===== src/rtl/cfg_addr_xlate.sv =====
module cfg_addr_xlate #(
  parameter int OFS_W = 16,
  parameter int BUS_W = 8
) (
  input  logic             clk,
  input  logic             rst_n,
  input  logic             req_valid,
  input  logic             req_write,
  input  logic [1:0]       req_size,
  input  logic [OFS_W-1:0] req_addr,
  input  logic [OFS_W:0]   map_cfg,
  input  logic [BUS_W-1:0] bus_num,
  output logic             rsp_valid,
  output logic             rsp_pass,
  output logic [31:0]      cfg_addr,
  output logic [31:0]      rd_fill,
  output logic             idsel_err,
  output logic             align_err,
  output logic             status_clr
);
  localparam int LOC_W = 2 * OFS_W;
  localparam int SEL_W = LOC_W - 11;

  logic [LOC_W-1:0] loc;
  logic [SEL_W-1:0] sel;
  logic [4:0]       dev;
  logic             sel_none, align_ok, blocked;
  logic [31:0]      fill_n, addr_n;

  assign loc      = {map_cfg[OFS_W-1:0], req_addr};
  assign sel      = loc[LOC_W-1:11];
  assign sel_none = (sel == '0);

  always_comb begin
    dev = '0;
    for (int i = SEL_W - 1; i >= 0; i--)
      if (sel[i]) dev = 5'(i);
  end

  always_comb begin
    case (req_size)
      2'd0:    align_ok = 1'b1;
      2'd1:    align_ok = ~req_addr[0];
      2'd2:    align_ok = (req_addr[1:0] == 2'b00);
      default: align_ok = 1'b0;
    endcase
  end

  assign blocked = map_cfg[OFS_W] | sel_none | ~align_ok;

  always_comb begin
    case (req_size)
      2'd0:    fill_n = 32'h0000_00FF;
      2'd1:    fill_n = 32'h0000_FFFF;
      default: fill_n = 32'hFFFF_FFFF;
    endcase
    if (!blocked || req_write) fill_n = '0;
  end

  assign addr_n = blocked ? 32'd0
                : {1'b1, 7'd0, bus_num, dev, loc[10:8], loc[7:2], 2'b00};

  always_ff @(posedge clk) begin
    if (!rst_n) begin
      rsp_valid  <= 1'b0;
      rsp_pass   <= 1'b0;
      cfg_addr   <= '0;
      rd_fill    <= '0;
      idsel_err  <= 1'b0;
      align_err  <= 1'b0;
      status_clr <= 1'b0;
    end else begin
      rsp_valid  <= req_valid;
      rsp_pass   <= req_valid & ~blocked;
      cfg_addr   <= req_valid ? addr_n : '0;
      rd_fill    <= req_valid ? fill_n : '0;
      idsel_err  <= req_valid & sel_none;
      align_err  <= req_valid & ~align_ok;
      status_clr <= req_valid & ~blocked;
    end
  end
endmodule


===== config.mk =====
export PLATFORM = sky130hd
export DESIGN_NAME = cfg_addr_xlate
export DESIGN_NICKNAME = d
export VERILOG_FILES = /design/src/rtl/cfg_addr_xlate.sv
export SDC_FILE = /design/constraint.sdc
export NUM_CORES = 1
export LEC_CHECK = 0
export BUFFER_PORTS_ARGS = -buffer_cell sky130_fd_sc_hd__buf_2
export CORE_MARGIN = 2
export CORE_UTILIZATION = 38
export DETAILED_ROUTE_END_ITERATION = 12
export PLACE_DENSITY = 0.77
export SYNTH_ARGS = -nofsm -noshare
export SYNTH_HDL_FRONTEND = slang
export SYNTH_SLANG_ARGS = --single-unit

===== constraint.sdc =====
create_clock -name clk -period 2.2 [get_ports clk]
set_input_delay 0.33 -clock clk [delete_from_list [all_inputs] [get_ports clk]]
set_output_delay 0.33 -clock clk [all_outputs]
set_load 0.005 [all_outputs]

==> flow_summary.yaml <==
outcome:
  status: "finished clean"
routing:
  drc: 0
  wire_per_inst_um: 9.91
  vias_per_cell: 4.48
  vias: 1258
  routed_wl_mm: 2.79
  drt_pass1_iterations: 2
  drt_iter0_drc: 38
  drtAntennaViolNets: 0
min_path:
  min_from: "req_addr[8]"
  hold_path_class: "in -> reg"
critical_path:
  crit_arrival_ns: 1.88
  startpoint: "map_cfg[0]"
  end_kind: "flop"
  crit_required_ns: 2.37
  start_kind: "input pin"
  path_max_fanout: 21
  worstSetupPathType: "in -> reg"
floorplanning:
  die-area_mm2: 0.00421
  dieWidth_um: 64.9
  io_pins: 116
  rows: 22
  start_util_pct: 39.1
  die_h_um: 64.9
  core_region_area_mm2: 0.00361
synth:
  yosysTopAreaCellShare_pct: 42.6
  ys_seq_area_share_pct: 42.6
  yosysMostFrequentCell: "buf_4"
  synth_seq_cells: 30
  async_flop_share_pct: 0
  synth-edff-count: 0
  syn_inst: 152
  ys_types: 27
  yosys_warnings: 0
  ys_top_cells_by_count: "39 x buf_4, 30 x dfxtp_1, 17 x and2_1"
  syn_area_mm2: 0.00141
  avgSynthCellArea_um2: 9.28
  synth_ff_type: "dfxtp_1"
  synth.largest_area_cell: "dfxtp_1"
  ys_top_cells_by_area: "dfxtp_1 43%, buf_4 21%, and2_1 7.5%"
pwr:
  p_int_uw: 868
  vdd_drop_max_uv: 261
  p_leak_uw: 0.00104
  p_seq_share_pct: 49.4
  clkPwrFrac_pct: 39.6
  p_per_area_mw_per_mm2: 625
  switchingPower_uw: 263
  pwr-share-comb_pct: 11.0
  p_sw_share_pct: 23.3
timing:
  finalSetupViolCount: 0
  tightest_slew_ns: 0.649
  fin_crit_sh_pct: 77.8
  maxSlewHeadroom_pct: 56.7
  hold_ws_ns: 0.248
  timing.fmax_mhz: 584
  rsz0062_at_grt: "no"
  finalSetupTns_ns: 0
  hold_viol: 0
  post-route-min-period_ns: 1.71
  drv_slew: 0
global_route:
  track_usage_pct: 13.0
  grt_pass1_wl_mm: 4.15
  grt_max_degree: 22
  first_global_vias: 1026
  grt.overflow.total: 0
  antenna_found_initial: 0
run:
  drv_cap: 0
finish:
  syn_to_final_growth_pct: 28.4
  stdcell_area_mm2: 0.00181
  fillers: 351
  nNetsFinal: 279
  antenna_cells: 0
  instances_no_fill: 281
  fin_util_pct: 50.2
  layout-drive-gt1-share_pct: 50.6
clock_tree:
  cts-htree-levels: 2
  cts_tree: "built"
  cts_setup_buffers: 0
  clk_path_buf_depth: 2
  cts-resized-gates: 0
  cts_sinks: 30
  cts.clk_slew.worst_paths_ns: 0.06
  cts-buffers-inserted: 5
  hold_buffers: 0
  cts_root_buf: "clkbuf_8"
placed_design:
  placed_area_mm2: 0.00172
  io_buffers: 106
  dp_hpwl_mm: 2.31
  dpl.cell_count: 273
  gp_congestion: 0.789
==> cells in the final DEF (no fill, tap or decap) <==
| cell type | netlist | final |
|---|---|---|
| clkbuf_8 | 0 | 6 |
| a211oi_1 | 2 | 2 |
| a21oi_1 | 6 | 6 |
| nand2_1 | 2 | 2 |
| or4_4 | 1 | 1 |
| nor4_1 | 6 | 6 |
| or3_1 | 1 | 1 |
| and3_1 | 2 | 2 |
| o211a_1 | 2 | 2 |
| nor4b_2 | 1 | 1 |
| buf_2 | 0 | 106 |
| nor2b_1 | 1 | 1 |
| inv_1 | 6 | 6 |
| nor4_4 | 1 | 1 |
| a221o_1 | 2 | 2 |
| and2_1 | 17 | 17 |
| o31ai_1 | 1 | 1 |
| a21oi_2 | 1 | 1 |
| o21bai_1 | 1 | 1 |
| nor2_1 | 11 | 11 |
| clkinvlp_4 | 0 | 1 |
| nand2b_1 | 2 | 2 |
| o21ai_0 | 5 | 5 |
| clkinv_2 | 0 | 1 |
| dfxtp_1 | 30 | 30 |
| conb_1 | 1 | 9 |
| nor3_1 | 4 | 4 |
| a31oi_1 | 1 | 1 |
| or4_1 | 4 | 4 |
==> cell families after synthesis <==
kind of cell           count (synthesis)  share of synthesized area (%)
and+or+nand+nor                       53                           23.2
other                                  1                          0.266
buffers and inverters                 47                           24.0
DFF                                   30                           42.6
AOI/OAI and AO/OA                     21                           9.94
==> metrics by stage <==
| step | setup WS, ns | total power [uW] |
|---|---|---|
| final | 0.488 | 1130 |
| after detailed placement | 0.153 | 696 |
| after CTS | 0.465 | 1150 |
| after global placement | 0.248 | 695 |
| after floorplan | 0.466 | 648 |
| after global routing | 0.353 | 1200 |
==> flip-flops by register name, summed over array words and instances, names as in the netlist <==
name	flops
cfg_addr	23
rd_fill	3
align_err	1
idsel_err	1
rsp_valid	1
status_clr	1
==> layer usage <==
layer	share of wire [%]	global-route usage, %
met1	36	12.4
met2	50	23.8
met3	13	5.56
met4	1.5	5.85
met5	0	0
==> critical path: stages <==
cell and delay (ns):
buf_2 0.12, or4_1 0.58, nor4_4 0.37, a21oi_2 0.25, and2_1 0.23
==> power groups by stage <==
stage	sequential, uW	clock, uW	combinational [uW]
3_3_place_gp	571	0	124
4_1_cts	559	471	125
5_1_grt	560	497	141
2_1_floorplan	574	0	74.3
6_report	559	448	124
3_5_place_dp	571	0	125
==> path summary, 6_finish.rpt <==
kind	end	slack, ns	cells past startpoint
min	cfg_addr[8]	0.25	2
max	cfg_addr[4]	0.49	5
==> final cells by class <==
| type | instances | area, um^2 | area share, % |
|---|---|---|---|
| tap | 48 | 60.1 | 3.32 |
| inverter | 6 | 22.5 | 1.24 |
| timing repair buffer | 106 | 531 | 29.3 |
| clock inverter | 2 | 12.5 | 0.691 |
| multi-input combinational | 83 | 502 | 27.7 |
| sequential | 30 | 601 | 33.2 |
| clock buffer | 6 | 82.6 | 4.56 |
(Power assumes the default switching activity.)
